[src/rtl/eye_cal_engine.sv]
module eye_cal_engine #(
  parameter int SHIFT_LO   = 64,
  parameter int SHIFT_HI   = 95,
  parameter int OUT_OFS    = 32,
  parameter int TAP_LO     = 1,
  parameter int TAP_HI     = 63,
  parameter int LANES      = 9,
  parameter int WORDS      = 64,
  parameter int READS      = 2,
  parameter int POLL_LIMIT = 65535,
  parameter int CLK_MHZ    = 200,
  parameter int SETTLE_US  = 100,
  parameter int SW         = 7,
  parameter int TW         = 6,
  localparam int AW        = $clog2(WORDS),
  localparam int LW        = $clog2(LANES),
  localparam int RW        = $clog2(READS) + 1,
  localparam int SETTLE_CYC = CLK_MHZ * SETTLE_US,
  localparam int CW        = $clog2((POLL_LIMIT > SETTLE_CYC) ? POLL_LIMIT : SETTLE_CYC) + 1
) (
  input  logic          clk,
  input  logic          rst_n,
  input  logic          go,
  output logic          cfg_we,
  output logic [2:0]    cfg_field,
  output logic [LW-1:0] cfg_lane,
  output logic [SW-1:0] cfg_val,
  input  logic          dll_lock,
  input  logic          init_done,
  input  logic          ecc_err,
  output logic          mem_req,
  output logic          mem_we,
  output logic [AW-1:0] mem_addr,
  output logic [31:0]   mem_wdata,
  input  logic          mem_ack,
  input  logic [31:0]   mem_rdata,
  output logic          done,
  output logic          err,
  output logic [SW-1:0] at_shift,
  output logic [TW-1:0] at_tap,
  output logic [TW-1:0] best_run,
  output logic [SW-1:0] best_shift,
  output logic [TW-1:0] best_tap
);

  typedef enum logic [3:0] {
    S_IDLE, S_OFF, S_WSH, S_OSH, S_LANE, S_ACK, S_ON, S_LOCK,
    S_INIT, S_SETL, S_WR, S_RD, S_EVAL, S_NEXT, S_DONE
  } st_t;

  st_t st;
  logic [TW-1:0] run_q, win_s, bst_s, bst_e;
  logic          new_sh, fin_q, bad_q;
  logic [AW-1:0] idx_q;
  logic [RW-1:0] rep_q;
  logic [LW-1:0] lane_q;
  logic [CW-1:0] cnt_q;

  function automatic logic [31:0] pat_word(input logic [5:0] w);
    logic hi;
    hi = w[1] ^ w[3];
    case (w[5:4])
      2'd0:    return hi ? 32'hFFFF_FFFF : 32'h0000_0000;
      2'd1:    return hi ? 32'h5555_5555 : 32'hAAAA_AAAA;
      2'd2:    return hi ? 32'h5A5A_5A5A : 32'hA5A5_A5A5;
      default: return hi ? 32'h55AA_55AA : 32'hAA55_AA55;
    endcase
  endfunction

  wire            pass  = !bad_q && !ecc_err;
  wire [TW-1:0]   run_n = run_q + TW'(1);
  wire [TW-1:0]   ws_n  = (run_q == '0) ? at_tap : win_s;
  wire [TW:0]     tsum  = {1'b0, bst_s} + {1'b0, bst_e};
  wire            last_w = (idx_q == AW'(WORDS - 1));

  assign cfg_we    = st inside {S_OFF, S_WSH, S_OSH, S_LANE, S_ACK, S_ON};
  assign cfg_lane  = lane_q;
  assign mem_req   = (st == S_WR) || (st == S_RD);
  assign mem_we    = (st == S_WR);
  assign mem_addr  = idx_q;
  assign mem_wdata = pat_word(6'(idx_q));
  assign done      = (st == S_DONE);

  always_comb begin
    cfg_field = 3'd0;
    cfg_val   = '0;
    case (st)
      S_WSH:  begin cfg_field = 3'd1; cfg_val = at_shift; end
      S_OSH:  begin cfg_field = 3'd2; cfg_val = at_shift + SW'(OUT_OFS); end
      S_LANE: begin cfg_field = 3'd3; cfg_val = SW'(at_tap); end
      S_ACK:  begin cfg_field = 3'd4; cfg_val = SW'(8'h3C); end
      S_ON:   begin cfg_field = 3'd0; cfg_val = SW'(1); end
      default: ;
    endcase
  end

  always_ff @(posedge clk or negedge rst_n) begin
    if (!rst_n) begin
      st <= S_IDLE;  err <= 1'b0;
      at_shift <= SW'(SHIFT_LO);  at_tap <= TW'(TAP_LO);
      best_run <= '0;  best_shift <= SW'(SHIFT_LO);  best_tap <= '0;
      run_q <= '0;  win_s <= '0;  bst_s <= '0;  bst_e <= '0;
      new_sh <= 1'b1;  fin_q <= 1'b0;  bad_q <= 1'b0;
      idx_q <= '0;  rep_q <= '0;  lane_q <= '0;  cnt_q <= '0;
    end else begin
      case (st)
        S_IDLE: if (go) begin
          at_shift <= SW'(SHIFT_LO);  at_tap <= TW'(TAP_LO);
          best_run <= '0;  best_shift <= SW'(SHIFT_LO);  best_tap <= '0;
          run_q <= '0;  bst_s <= '0;  bst_e <= '0;
          new_sh <= 1'b1;  fin_q <= 1'b0;  err <= 1'b0;
          st <= S_OFF;
        end
        S_OFF: begin
          lane_q <= '0;
          st <= (new_sh || fin_q) ? S_WSH : S_LANE;
        end
        S_WSH: st <= S_OSH;
        S_OSH: st <= S_LANE;
        S_LANE:
          if (lane_q == LW'(LANES - 1)) st <= fin_q ? S_ON : S_ACK;
          else lane_q <= lane_q + LW'(1);
        S_ACK: st <= S_ON;
        S_ON: begin cnt_q <= '0; st <= S_LOCK; end
        S_LOCK:
          if (dll_lock) begin cnt_q <= '0; st <= S_INIT; end
          else if (cnt_q == CW'(POLL_LIMIT - 1)) begin err <= 1'b1; st <= S_DONE; end
          else cnt_q <= cnt_q + CW'(1);
        S_INIT:
          if (init_done) begin cnt_q <= '0; st <= S_SETL; end
          else if (cnt_q == CW'(POLL_LIMIT - 1)) begin err <= 1'b1; st <= S_DONE; end
          else cnt_q <= cnt_q + CW'(1);
        S_SETL:
          if (cnt_q == CW'(SETTLE_CYC - 1)) begin
            if (fin_q) st <= S_DONE;
            else begin idx_q <= '0; bad_q <= 1'b0; st <= S_WR; end
          end else cnt_q <= cnt_q + CW'(1);
        S_WR: if (mem_ack) begin
          if (last_w) begin idx_q <= '0; rep_q <= '0; st <= S_RD; end
          else idx_q <= idx_q + AW'(1);
        end
        S_RD: if (mem_ack) begin
          if (mem_rdata != mem_wdata) bad_q <= 1'b1;
          if (rep_q == RW'(READS - 1)) begin
            rep_q <= '0;
            if (last_w) st <= S_EVAL;
            else idx_q <= idx_q + AW'(1);
          end else rep_q <= rep_q + RW'(1);
        end
        S_EVAL: begin
          if (pass) begin
            run_q <= run_n;
            win_s <= ws_n;
            if (run_n >= best_run) begin
              best_run <= run_n;  best_shift <= at_shift;
              bst_s <= ws_n;      bst_e <= at_tap;
            end
          end else run_q <= '0;
          st <= S_NEXT;
        end
        S_NEXT: begin
          st <= S_OFF;
          if (at_tap == TW'(TAP_HI)) begin
            if (at_shift == SW'(SHIFT_HI)) begin
              fin_q <= 1'b1;
              at_shift <= best_shift;
              at_tap <= tsum[TW:1];
              best_tap <= tsum[TW:1];
            end else begin
              at_shift <= at_shift + SW'(1);
              at_tap <= TW'(TAP_LO);
              run_q <= '0;
              new_sh <= 1'b1;
            end
          end else begin
            at_tap <= at_tap + TW'(1);
            new_sh <= 1'b0;
          end
        end
        S_DONE: st <= S_IDLE;
        default: st <= S_IDLE;
      endcase
    end
  end

  a_r2_out_follows_write: assert property (@(posedge clk) disable iff (!rst_n)
    (cfg_we && cfg_field == 3'd2) |-> ($past(cfg_we) && $past(cfg_field) == 3'd1
      && cfg_val == $past(cfg_val) + SW'(OUT_OFS)));

  a_r3_tap_in_range: assert property (@(posedge clk) disable iff (!rst_n)
    (cfg_we && cfg_field == 3'd3 && !fin_q) |->
      (cfg_val >= SW'(TAP_LO) && cfg_val <= SW'(TAP_HI)));

  a_r5_mem_after_init: assert property (@(posedge clk) disable iff (!rst_n)
    $rose(mem_req) |-> init_done);

  a_r6_err_with_done: assert property (@(posedge clk) disable iff (!rst_n)
    $rose(err) |-> done);

  a_r9_best_never_shrinks: assert property (@(posedge clk) disable iff (!rst_n)
    (st != S_IDLE && $past(st) != S_IDLE) |-> best_run >= $past(best_run));

  a_r10_done_single: assert property (@(posedge clk) disable iff (!rst_n)
    done |=> !done);

  a_r12_req_held: assert property (@(posedge clk) disable iff (!rst_n)
    (mem_req && !mem_ack) |=> (mem_req && $stable(mem_addr) && $stable(mem_we)
      && $stable(mem_wdata)));

endmodule

[config.mk]
export PLATFORM = sky130hd
export DESIGN_NAME = eye_cal_engine
export DESIGN_NICKNAME = d
export VERILOG_FILES = /design/src/rtl/eye_cal_engine.sv
export SDC_FILE = /design/constraint.sdc
export NUM_CORES = 1
export LEC_CHECK = 0
export BUFFER_PORTS_ARGS = -buffer_cell sky130_fd_sc_hd__buf_2
export CELL_PAD_IN_SITES_DETAIL_PLACEMENT = 0
export CELL_PAD_IN_SITES_GLOBAL_PLACEMENT = 1
export CORE_ASPECT_RATIO = 1.1
export CORE_MARGIN = 4
export CORE_UTILIZATION = 25
export CTS_BUF_LIST = sky130_fd_sc_hd__clkbuf_4
export DETAILED_ROUTE_END_ITERATION = 8
export PLACE_DENSITY = 0.55
export SLEW_MARGIN = 30
export SYNTH_ARGS = -nofsm -noshare
export SYNTH_HDL_FRONTEND = slang
export SYNTH_SLANG_ARGS = --single-unit
[constraint.sdc]
create_clock -name clk -period 2.9 [get_ports clk]
set_input_delay 0.58 -clock clk [delete_from_list [all_inputs] [get_ports clk]]
set_output_delay 0.58 -clock clk [all_outputs]
set_load 0.005 [all_outputs]
== Word level (Yosys, flattened, before mapping) ==
Cells that the tools add are included.
Word-level totals
  word-level logic and storage cells: 194
  flip-flop bits (word level): 93
  output and inout bits: 89
  input bits: 39
Operators by class
  equality and inequality tests: 45
  reduce and logical (&&, ||, !) cells: 32
  add/sub/neg operators: 9
  magnitude comparators: 1
  bitwise gates (word level): 1
  mux-type cells: 88
Operators with widths (number)
  $mux W6: 23
  $mux W32: 4
  $pmux W32 S3: 1
  $mux W17: 4
  $pmux W17 S4: 1
  $pmux W6 S2: 5
  $pmux W4 S14: 1
  $mux W4: 12
  $pmux W6 S3: 2
  $mux W7: 5
  $pmux W7 S5: 1
  $eq A4 B4 Y1 const B: 8
  $ne A32 B32 Y1: 1
  $ne A2 B2 Y1 const B: 15
  $pmux W7 S2: 2
  $reduce_and A4 Y1: 5
  $add A6 B1 Y6 const B: 3
  $add A17 B1 Y17 const B: 1
  $eq A17 B15 Y1 const B: 1
  $eq A17 B16 Y1 const B: 1
  $eq A4 B3 Y1 const B: 4
  $mux W1: 13
  $eq A6 B6 Y1 const B: 2
  $pmux W3 S4: 1
  35 further kinds: 60

== Logic depth before layout (Yosys ltp) ==
Gate-level depths: netlist of run 1.
  word-level depth: 7
  gate-level depth with buffers: 10
  mapped depth without buffers: 9

== Worst setup path after synthesis of run 1 ==
Ideal clock, no wire load.
  kind: register to register
  start: register run_q[0]
  end: register best_run[1]
  cell stages (with the launch flop): 11
  path slack: 0.482 ns
  arrival: 2.317 ns
  path buffers: 1
  required time: 2.799 ns
  setup time: 0.101 ns
  clock period less this slack: 2.418 ns
  cells stage by stage: dfrtp_1 -> ha_1 -> nand3_1 -> xnor2_1 -> ha_1 -> a21oi_1 -> o21ai_0 -> a211oi_4 -> nor2_2 -> buf_6 -> o32ai_1
Between the ends
  cells in the longest elaborated chain, start to end: 4
  elaborated cells on any way between the ends: 7
  those cells by class: add/sub: 1; order compare: 1; eq/ne: 1; mux: 3; reduce/logical: 1
RTL lines
  start: declaration: line 52  | logic [TW-1:0] run_q, win_s, bst_s, bst_e;
  start signal: assignment: line 152  | run_q <= run_n;
  $add A6 B1 Y6 (*): line 71  | wire [TW-1:0] run_n = run_q + TW'(1);
  $ge A6 B6 Y1 / $mux W6 (equally long branches): line 154  | if (run_n >= best_run) begin
  $ne A2 B2 Y1 (no line) / $mux W6 (equally long branches)
  $reduce_and A4 Y1 (no line) / $pmux W6 S2 (equally long branches)
  end signal: assignment: line 155  | best_run <= run_n; best_shift <= at_shift;
  end: declaration: line 41  | output logic [TW-1:0] best_run,
Every way passes the cells marked *; elsewhere a longest branch is shown, timed or not. The select of a mux whose other input is x is not followed.
A chain may end at the register's enable or synchronous reset.

== Worst setup path in the final report of run 1 ==
  start: register st[0]
  end: output cfg_val[5]
Between the ends
  cells in the longest elaborated chain, start to end: 2
  elaborated cells on any way between the ends: 6
  those cells by class: eq/ne: 5; mux: 1
RTL lines
  start: declaration: line 51  | st_t st;
  start signal: assignment: line 116  | st <= (new_sh || fin_q) ? S_WSH : S_LANE;
  start signal: assignment: line 121  | if (lane_q == LW'(LANES - 1)) st <= fin_q ? S_ON : S_ACK;
  $eq A4 B3 Y1 / $eq A4 B2 Y1 (equally long branches): line 87  | case (st)
  $pmux W7 S5 (*): line 87
  end: declaration: line 27  | output logic [SW-1:0] cfg_val,
Every way passes the cells marked *; elsewhere a longest branch is shown, timed or not.

==> results of run 1 <==
==> how the worst min path moves through the flow <==
stage | to | slack (ns) | depth (start not counted)
CTS | win_s[3] | 0.008 | 1
finish | win_s[1] | 0.02 | 1
detailed placement | err | 0.47 | 2
global placement | err | 0.46 | 2
floorplan | at_shift[0] | 0.28 | 0
global route | cnt_q[6] | 0.03 | 1
==> cells by family after synthesis <==
logic type	count (synthesis)	synth area share
adder cells (fa/ha/maj)	21	0.0441
multiplexers	26	0.0437
XOR/XNOR	19	0.0302
AO/OA/AOI/OAI	172	0.177
buffers and inverters	76	0.0731
AND/OR/NAND/NOR	294	0.251
flip-flops	93	0.381
==> repair_timing <==
action                                  CTS  global route
pin swaps                                 0             1
buffers inserted                          0             3
endpoints found under the hold margin     0             0
cloned                                    0             0
resized for setup                         1             2
endpoints found under the setup margin    4             6
==> placed cells by master, fill, tap and decap left out, types with 20 or more instances in the layout <==
cell type and instances:
sky130_fd_sc_hd__a21oi_1 39, sky130_fd_sc_hd__buf_2 126, sky130_fd_sc_hd__buf_4 31, sky130_fd_sc_hd__dfrtp_1 89, sky130_fd_sc_hd__ha_1 20, sky130_fd_sc_hd__inv_1 20, sky130_fd_sc_hd__mux2i_1 20, sky130_fd_sc_hd__nand2_1 105
sky130_fd_sc_hd__nand3_1 27, sky130_fd_sc_hd__nor2_1 47, sky130_fd_sc_hd__o21ai_0 49
==> report_power, final <==
part           internal, W  switching [W]
clock network     0.000185       0.000520
logic              0.00119        0.00162
registers          0.00154       0.000348
==> per-stage QoR <==
step	instances	power, W	instance area (um2)
after global placement	1106	0.00476	7010
after CTS	1122	0.00548	7150
after floorplan	701	0.00378	6120
after detailed placement	1106	0.00474	7010
after global routing	1126	0.00591	7180
final	1126	0.00541	7180
==> layout make-up <==
class,instances,area [um2],area share
sequential,93,2330,0.325
clock buffer,9,67.6,0.00941
antenna,1,2.50,0.000349
timing repair buffer,159,903,0.126
multi-input combinational,532,3360,0.468
tap,305,382,0.0532
clock inverter,7,58.8,0.00819
inverter,20,75.1,0.0105
==> critical path, cell delays in order, from the launching register on <==
cell and delay [ns]:
sky130_fd_sc_hd__dfrtp_1 0.54, sky130_fd_sc_hd__buf_4 0.23, sky130_fd_sc_hd__inv_1 0.21, sky130_fd_sc_hd__nand2_1 0.18, sky130_fd_sc_hd__nor3b_1 0.22, sky130_fd_sc_hd__a221oi_1 0.08, sky130_fd_sc_hd__nor2_1 0.11, sky130_fd_sc_hd__buf_2 0.13
==> layer usage <==
| layer | track usage | wire length [um] | part of all wire | up-vias |
|---|---|---|---|---|
| li1 | - | - | - | 2724 |
| met1 | 0.196 | 9030 | 0.47 | 2636 |
| met3 | 0.0265 | 875 | 0.045 | 20 |
| met4 | 0.0408 | 280 | 0.014 | 0 |
| met2 | 0.229 | 9130 | 0.47 | 106 |
| met5 | 0 | 0 | 0 | - |
==> state kept, by name, summed over array words and instances, names as in the netlist, 2 cells and up <==
| signal | flops |
|---|---|
| win_s | 6 |
| best_shift | 7 |
| best_tap | 6 |
| bst_s | 6 |
| run_q | 6 |
| cnt_q | 17 |
| rep_q | 2 |
| best_run | 6 |
| at_shift | 7 |
| mem_addr | 6 |
| bst_e | 6 |
| st | 4 |
| at_tap | 6 |
| cfg_lane | 4 |
==> flow_metrics.env, run 1 <==
export IMPL_outcome="finished, final reports clean"
export IMPL_smallest_hold_slack_ns=0.0209
export IMPL_initial_utilization=0.256
export IMPL_setup_worst_path_class="flop to output port"
export IMPL_ys_top_cells_by_area="sky130_fd_sc_hd__dfrtp_1, sky130_fd_sc_hd__nand2_1, sky130_fd_sc_hd__ha_1, sky130_fd_sc_hd__o21ai_0, sky130_fd_sc_hd__buf_4"
export IMPL_clockBufferDepth=2
export IMPL_grt_total_usage=0.142
export IMPL_register_area_share_after_synthesis=0.381
export IMPL_setup_violations=0
export IMPL_min_delay_path_class="input pin to async pin"
export IMPL_critical_path_startpoint_type="flop"
export IMPL_timing_max_cap_violations=0
export IMPL_ys_warnings_count=0
export IMPL_die_height_um=172
export IMPL_power_density_nw_per_um2=753
export IMPL_place_ws_ns=0.400
export IMPL_fin_util=0.300
export IMPL_via_per_inst=4.87
export IMPL_synth_lib_cells_used_distinct=84
export IMPL_grt_max_degree=41
export IMPL_die_width_um=157
export IMPL_leakage_nw=3.30
export IMPL_critPathLaunch="st[0]"
export IMPL_dpl_hpwl_mm=14.6
export IMPL_cp_max_fanout=10
export IMPL_timing_max_transition_violations_final=0
export IMPL_port_buffers=127
export IMPL_r2r_cells=10
export IMPL_insertion_delay_ns=0.51
export IMPL_ys_ff_latch=93
export IMPL_async_reset_ff_frac=1.00
export IMPL_holdBufCountCts=0
export IMPL_crit_path_end_kind="output port"
export IMPL_clock_net_sink_count=93
export IMPL_max_slew_margin_rel=0.608
export IMPL_n_fill_cell=2606
export IMPL_setup_total_negative_slack_ns=0
export IMPL_synth_top_area_share=0.364
export IMPL_syn_area_per_cell_um2=8.74
export IMPL_mappedNetlistNets=761
export IMPL_core_area_um2=23900
export IMPL_synth_top_area_cell="sky130_fd_sc_hd__dfrtp_1"
export IMPL_gp_congestion=0.789
export IMPL_site_rows=59
export IMPL_timing_final_crit_period_ns=2.79
export IMPL_final_min_period_over_clock_period=0.961
export IMPL_crit_reg2reg_capture="best_shift[6]"
export IMPL_synth_most_common_cell="sky130_fd_sc_hd__nand2_1"
export IMPL_cp_arrival_ns=2.21
export IMPL_post_route_drc_count=0
export IMPL_crit_path_setup_slack_layout_ns=0.114
export IMPL_rsz_0062_raised_after_global_routing="no"
export IMPL_ys_dominant_reg_cell="sky130_fd_sc_hd__dfrtp_1"
export IMPL_post_route_cells_drive_above_1_share=0.257
export IMPL_totalWireLength_mm=19.3
export IMPL_grt_pass1_vias=5423
export IMPL_irDropWorstVdd_uv=225
export IMPL_worst_path_clk_slew_ns=0.16
export IMPL_global_route_overflow_total=0
export IMPL_synth_cell_area_um2=6120
export IMPL_die_area_um2=27100
export IMPL_worst_endpoint_required_ns=2.32
export IMPL_number_of_synthesized_flops_with_an_enable_pin=0
export IMPL_clock_tree_from_tritoncts="done"
export IMPL_worst_reg2reg_startpoint="run_q[0]"
export IMPL_fin_nets=875
export IMPL_regToRegSetupSlack_ns=0.38
export IMPL_syn_instance_count=701
export IMPL_ys_top_cells_by_count="sky130_fd_sc_hd__nand2_1, sky130_fd_sc_hd__dfrtp_1, sky130_fd_sc_hd__o21ai_0, sky130_fd_sc_hd__nor2_1, sky130_fd_sc_hd__a21oi_1"
export IMPL_htreeDepth=3
export IMPL_drt_first_iter_violations=322
export IMPL_area_growth_syn_to_layout_pct=17.2
export IMPL_grt_pass1_wl_mm=30.6
export IMPL_number_of_buffers_created_by_cts=9
export IMPL_timing_clock_skew_ns=0.0264
export IMPL_timing_hold_violations_final=0
export IMPL_tightestPinTransition_ns=0.583
export IMPL_clk_tree_root_cell="sky130_fd_sc_hd__clkbuf_4"
export IMPL_fmaxAchievable_mhz=359
export IMPL_setup_worst_path_end="cfg_val[5]"
export IMPL_floorplan_io_pins=128
export IMPL_wl_per_cell_um=17.2
export IMPL_drtAntennaViolNets=0
export IMPL_first_pass_iters=5
export IMPL_grt_antenna_before_repair=1
export IMPL_vias=5486
(Power assumes the default switching activity.)
==> run 2, diff against run 1 <==
--- a/config.mk
+++ b/config.mk
@@ -8,7 +8,7 @@
 export BUFFER_PORTS_ARGS = -buffer_cell sky130_fd_sc_hd__buf_2
 export CELL_PAD_IN_SITES_DETAIL_PLACEMENT = 0
 export CELL_PAD_IN_SITES_GLOBAL_PLACEMENT = 1
-export CORE_ASPECT_RATIO = 1.1
+export CORE_ASPECT_RATIO = 0.9
 export CORE_MARGIN = 4
 export CORE_UTILIZATION = 25
 export CTS_BUF_LIST = sky130_fd_sc_hd__clkbuf_4
==> constraint.sdc (replaced) <==
create_clock -name clk -period 2.98 [get_ports clk]
set_input_delay 0.596 -clock clk [delete_from_list [all_inputs] [get_ports clk]]
set_output_delay 0.596 -clock clk [all_outputs]
set_load 0.005 [all_outputs]
==> run 2 against run 1 <==
Effect of this change:
- die area about the same
- via count rose by 0.27%
- critical endpoint unchanged
- first-iteration DRC count is 14% lower
- cell count is 0.44% higher
- combinational power about the same
- highest routed layer unchanged
- flip-flop and latch count did not move
- non-clock buffer count is 1 higher
- sequential share of layout area decreased by 0.16 points
- sequential power shrank 4%
==> flow_metrics.env, run 2 (synthesis results as in run 1) <==
export IMPL_final_min_period_over_clock_period=0.908
export IMPL_layoutNonFillerInstCount=1131
export IMPL_rsz_0062_raised_after_global_routing="no"
export IMPL_port_buffers=127
export IMPL_die_height_um=156
export IMPL_layout_cells_most_common="sky130_fd_sc_hd__buf_2"
export IMPL_timing_final_crit_period_ns=2.70
export IMPL_dpl_hpwl_mm=14.5
export IMPL_drtAntennaViolNets=0
export IMPL_irDropWorstVdd_uv=323
export IMPL_clock_net_sink_count=93
export IMPL_p_switching_w=0.00248
export IMPL_clockBufferDepth=2
export IMPL_most_common_layout_cells="sky130_fd_sc_hd__buf_2, sky130_fd_sc_hd__nand2_1, sky130_fd_sc_hd__dfrtp_1, sky130_fd_sc_hd__o21ai_0, sky130_fd_sc_hd__nor2_1"
export IMPL_core_area_um2=24200
export IMPL_grt_pass1_wl_mm=31.1
export IMPL_setup_worst_path_class="flop to output port"
export IMPL_via_per_inst=4.86
export IMPL_cp_arrival_ns=2.11
export IMPL_grt_antenna_before_repair=2
export IMPL_clk_tree_root_cell="sky130_fd_sc_hd__clkbuf_4"
export IMPL_fin_util=0.298
export IMPL_setup_total_negative_slack_ns=0
export IMPL_area_growth_syn_to_layout_pct=17.8
export IMPL_power_report_internal_total_w=0.00295
export IMPL_timing_hold_worst_path_depth=3
export IMPL_switching_share=0.457
export IMPL_grt_max_degree=45
export IMPL_critical_path_startpoint_type="flop"
export IMPL_htreeDepth=3
export IMPL_timing_hold_violations_final=0
export IMPL_wl_per_cell_um=17.3
export IMPL_timing_clock_skew_ns=0.0426
export IMPL_finalPower_w=0.00543
export IMPL_site_rows=54
export IMPL_initial_utilization=0.253
export IMPL_global_route_overflow_total=0
export IMPL_place_ws_ns=0.0619
export IMPL_outcome="finished, final reports clean"
export IMPL_r2r_cells=11
export IMPL_totalWireLength_mm=19.5
export IMPL_cts_setup_buffers=0
export IMPL_power_density_nw_per_um2=753
export IMPL_fmaxAchievable_mhz=370
export IMPL_n_fill_cell=2611
export IMPL_grt_total_usage=0.143
export IMPL_pwr_share_seq=0.332
export IMPL_first_pass_iters=6
export IMPL_fin_nets=876
export IMPL_timing_max_cap_violations=0
export IMPL_share_comb_of_total_power=0.520
export IMPL_die_area_um2=27100
export IMPL_leakage_nw=3.33
export IMPL_tightestPinTransition_ns=0.746
export IMPL_post_route_cells_drive_above_1_share=0.256
export IMPL_insertion_delay_ns=0.51
export IMPL_flip_flop_count_of_the_largest_register_all_copies_and_words_added=17
export IMPL_max_flop_register="cnt_q"
export IMPL_number_of_buffers_created_by_cts=9
export IMPL_cp_max_fanout=22
export IMPL_vias=5501
export IMPL_max_slew_margin_rel=0.500
export IMPL_gp_congestion=0.772
export IMPL_grt_pass1_vias=5257
export IMPL_crit_path_end_kind="output port"
export IMPL_drt_first_iter_violations=276
export IMPL_numPlacedInstances=1112
export IMPL_post_route_drc_count=0
export IMPL_setup_violations=0
export IMPL_die_width_um=173
export IMPL_crit_path_setup_slack_layout_ns=0.276
export IMPL_top_regs="cnt_q (17), at_shift (7), best_shift (7)"
export IMPL_worst_path_clk_slew_ns=0.15
export IMPL_power_share_clock=0.148
export IMPL_clock_tree_from_tritoncts="done"
export IMPL_worst_endpoint_required_ns=2.38
export IMPL_timing_max_transition_violations_final=0
export IMPL_floorplan_io_pins=128
export IMPL_min_delay_path_class="input pin to flop"
==> run 2: changes by cell type in the layout (fill, tap and decap cells not counted), sizes merged <==
cell	previous run	this run
inv	22	25
clkinv	1	0
clkinvlp	4	1
diode	1	2
dlygate4sd3	0	1
bufinv	0	1
==> run 2: area by class of cell <==
class                           count  area [um2]  share of cell area
Inverter                           20        75.1              0.0104
Tap cell                          308         385              0.0534
Antenna cell                        2        5.00            0.000694
Sequential cell                    93        2330               0.323
Timing Repair Buffer              160         901               0.125
Clock buffer                        9        67.6             0.00936
Multi-Input combinational cell    532        3360               0.466
Clock inverter                      7        86.3              0.0120
==> run 2: through the flow <==
| step | hold slack [ns] | instance area, um2 |
|---|---|---|
| 3_3_place_gp | 0.462 | 7030 |
| 4_1_cts | 0.397 | 7190 |
| 3_5_place_dp | 0.462 | 7030 |
| 6_report | 0.431 | 7220 |
| 5_1_grt | 0.408 | 7220 |
| 2_1_floorplan | 0.300 | 6120 |
==> run 2: path summary, 6_finish.rpt <==
kind	from	end	slack, ns
max reg2reg	run_q[1]	bst_s[0]	0.34
max	st[0]	cfg_val[5]	0.28
min	mem_ack	rep_q[0]	0.43
max in group asynchronous	rst_n	rep_q[0]	1.73
min in group asynchronous	rst_n	win_s[0]	0.56
min reg2reg	rep_q[1]	rep_q[1]	0.50
==> run 2: what timing repair did <==
item | 4_1_cts | 5_1_grt
hold buffers | 1 | 0
endpoints found under the setup margin | 0 | 13
hold endpoints to repair | 12 | 0
resized for setup | 0 | 3
==> run 2: worst max-delay path, cell delays in order, from the launching register on <==
cell and delay, ns:
sky130_fd_sc_hd__dfrtp_1 0.42, sky130_fd_sc_hd__buf_4 0.22, sky130_fd_sc_hd__inv_1 0.23, sky130_fd_sc_hd__nand2_1 0.16
sky130_fd_sc_hd__nor3b_1 0.22, sky130_fd_sc_hd__a221oi_1 0.07, sky130_fd_sc_hd__nor2_1 0.18, sky130_fd_sc_hd__buf_2 0.14
==> run 2: power by group through the flow <==
stage | clock, W | sequential, W | combinational, W
5_1_grt | 0.000888 | 0.00186 | 0.00316
3_3_place_gp | 0 | 0.00183 | 0.00285
6_report | 0.000804 | 0.00181 | 0.00282
3_5_place_dp | 0 | 0.00183 | 0.00282
4_1_cts | 0.000839 | 0.00181 | 0.00284
2_1_floorplan | 0 | 0.00174 | 0.00194
==> run 2: per-layer routing <==
| layer | global-route usage | part of all wire | wire [um] | up-vias |
|---|---|---|---|---|
| li1 | - | - | - | 2732 |
| met1 | 0.222 | 0.52 | 10200 | 2656 |
| met2 | 0.208 | 0.43 | 8410 | 103 |
| met3 | 0.0232 | 0.038 | 733 | 10 |
| met4 | 0.0296 | 0.0098 | 191 | 0 |
| met5 | 0 | 0 | 0 | - |
==> run 3, diff against run 2 <==
==> constraint.sdc (replaced) <==
create_clock -name clk -period 2.59 [get_ports clk]
set_input_delay 0.518 -clock clk [delete_from_list [all_inputs] [get_ports clk]]
set_output_delay 0.518 -clock clk [all_outputs]
set_load 0.005 [all_outputs]
==> run 3 against run 2 <==
Effect of this change:
- total power is 17% higher
- critical path depth is 3 lower
- cell count increased by 1.4%
- utilization grew 0.84 points
- flip-flop and latch count did not move
- register-to-register slack got worse by 0.17 ns
- cell area grew 2.8%
- via count increased by 0.16%
- clock power is 16% higher
- wire length is 0.34% higher
- first-iteration DRC count rose by 17%
- sequential power increased by 15%
==> flow_metrics.env, run 3 (synthesis results as in run 1) <==
export IMPL_crit_path_end_kind="output port"
export IMPL_final_min_period_over_clock_period=0.977
export IMPL_totalWireLength_mm=19.6
export IMPL_cp_arrival_ns=2.01
export IMPL_global_route_overflow_total=0
export IMPL_post_route_cells_drive_above_1_share=0.285
export IMPL_pwr_share_seq=0.327
export IMPL_layout_cells_most_common="sky130_fd_sc_hd__buf_2"
export IMPL_first_pass_iters=4
export IMPL_r2r_cells=11
export IMPL_clock_tree_from_tritoncts="done"
export IMPL_power_density_nw_per_um2=860
export IMPL_max_slew_margin_rel=0.701
export IMPL_worst_endpoint_required_ns=2.07
export IMPL_numPlacedInstances=1126
export IMPL_p_switching_w=0.00289
export IMPL_clock_net_sink_count=93
export IMPL_fin_nets=893
export IMPL_dpl_hpwl_mm=14.7
export IMPL_timing_final_crit_period_ns=2.53
export IMPL_timing_clock_skew_ns=0.0346
export IMPL_grt_antenna_before_repair=1
export IMPL_post_route_drc_count=0
export IMPL_grt_pass1_vias=5410
export IMPL_floorplan_io_pins=128
export IMPL_timing_hold_worst_path_depth=3
export IMPL_vias=5510
export IMPL_timing_critical_path_cells="xnor2_4 > buf_4 > xor2_1 > buf_2"
export IMPL_timing_max_cap_violations=0
export IMPL_gp_congestion=0.774
export IMPL_drt_first_iter_violations=324
export IMPL_fmaxAchievable_mhz=395
export IMPL_die_width_um=173
export IMPL_leakage_nw=3.45
export IMPL_switching_share=0.453
export IMPL_top_regs="cnt_q (17), at_shift (7), best_shift (7)"
export IMPL_worst_path_max_delay_cell="sky130_fd_sc_hd__dfrtp_1"
export IMPL_via_per_inst=4.80
export IMPL_worst_path_clk_slew_ns=0.15
export IMPL_die_area_um2=27100
export IMPL_number_of_buffers_created_by_cts=9
export IMPL_port_buffers=127
export IMPL_clockBufferDepth=2
export IMPL_die_height_um=156
export IMPL_wl_per_cell_um=17.1
export IMPL_flip_flop_count_of_the_largest_register_all_copies_and_words_added=17
export IMPL_critical_path_startpoint_type="flop"
export IMPL_rsz_0062_raised_after_global_routing="yes"
export IMPL_clk_tree_root_cell="sky130_fd_sc_hd__clkbuf_4"
export IMPL_grt_total_usage=0.144
export IMPL_irDropWorstVdd_uv=325
export IMPL_drtAntennaViolNets=0
export IMPL_setup_worst_path_class="flop to output port"
export IMPL_min_delay_path_class="input pin to flop"
export IMPL_outcome="finished, final reports clean"
export IMPL_initial_utilization=0.253
export IMPL_timing_hold_violations_final=0
export IMPL_htreeDepth=3
export IMPL_site_rows=54
export IMPL_fin_util=0.307
export IMPL_tightestPinTransition_ns=0.446
export IMPL_max_flop_register="cnt_q"
export IMPL_power_share_clock=0.147
export IMPL_grt_pass1_wl_mm=31.4
export IMPL_power_report_internal_total_w=0.00349
export IMPL_crit_path_max_incr_delay_ns=0.54
export IMPL_grt_max_degree=44
export IMPL_cp_max_fanout=8
export IMPL_core_area_um2=24200
export IMPL_share_comb_of_total_power=0.526
export IMPL_finalPower_w=0.00638
export IMPL_area_growth_syn_to_layout_pct=21.1
export IMPL_setup_violations=0
export IMPL_most_common_layout_cells="sky130_fd_sc_hd__buf_2, sky130_fd_sc_hd__nand2_1, sky130_fd_sc_hd__dfrtp_1"
export IMPL_insertion_delay_ns=0.50
export IMPL_timing_max_transition_violations_final=0
export IMPL_layoutNonFillerInstCount=1147
==> run 3: cell type report <==
type / instances / area, um2
fillers: 2633 / 16800
multi-input cells: 532 / 3420
flip-flops and latches: 93 / 2330
repair buffers: 177 / 1040
well taps: 308 / 385
clock inverters: 7 / 92.6
inverters: 20 / 75.1
clock buffers: 9 / 67.6
diodes: 1 / 2.50
==> run 3: power by group through the flow <==
stage | sequential [W] | clock [W] | combinational (W)
2_1_floorplan | 0.00200 | 0 | 0.00224
3_3_place_gp | 0.00210 | 0 | 0.00329
3_5_place_dp | 0.00211 | 0 | 0.00327
4_1_cts | 0.00209 | 0.000979 | 0.00332
5_1_grt | 0.00215 | 0.00103 | 0.00376
6_report | 0.00209 | 0.000936 | 0.00335
==> run 3: per-stage QoR <==
stage               hold WS (ns)  setup WS, ns  TNS (ns)  instance area (um2)
detailed placement         0.465         0.139         0                 7140
global route               0.346       -0.0865     -1.03                 7420
global placement           0.457         0.202         0                 7140
finish                     0.354        0.0590         0                 7420
CTS                        0.324      0.000971         0                 7340
floorplan                  0.222         0.172         0                 6120
==> run 3: final timing paths <==
check	slack [ns]	endpoint	start
setup / recovery	0.06	mem_wdata[4]	mem_addr[3]
max in group asynchronous	1.34	new_sh	rst_n
setup reg to reg	0.17	best_shift[6]	run_q[0]
hold / removal	0.35	rep_q[0]	mem_ack
hold reg to reg	0.50	cnt_q[16]	cnt_q[16]
min in group asynchronous	0.47	win_s[1]	rst_n
==> run 3: layer usage <==
layer  up-vias  track usage  part of all wire
li1       2773            -                 -
met2       107        0.214              0.43
met1      2620        0.218              0.52
met5         -            0                 0
met4         0       0.0319            0.0087
met3        10       0.0237             0.037
==> run 3: what timing repair did <==
| action | in CTS | in global routing |
|---|---|---|
| pin swaps | 1 | 0 |
| gates resized for setup | 4 | 14 |
| endpoints found under the hold margin | 24 | 0 |
| hold buffers | 1 | 0 |
| buffers inserted | 1 | 2 |
| endpoints found under the setup margin | 13 | 38 |
==> run 3: critical path: cells and delay by family, from the launching register on <==
family / cells / cell delay [ns]
DFF: 1 / 0.54
buffers and inverters: 2 / 0.40
xor gates and xnor gates: 2 / 0.61
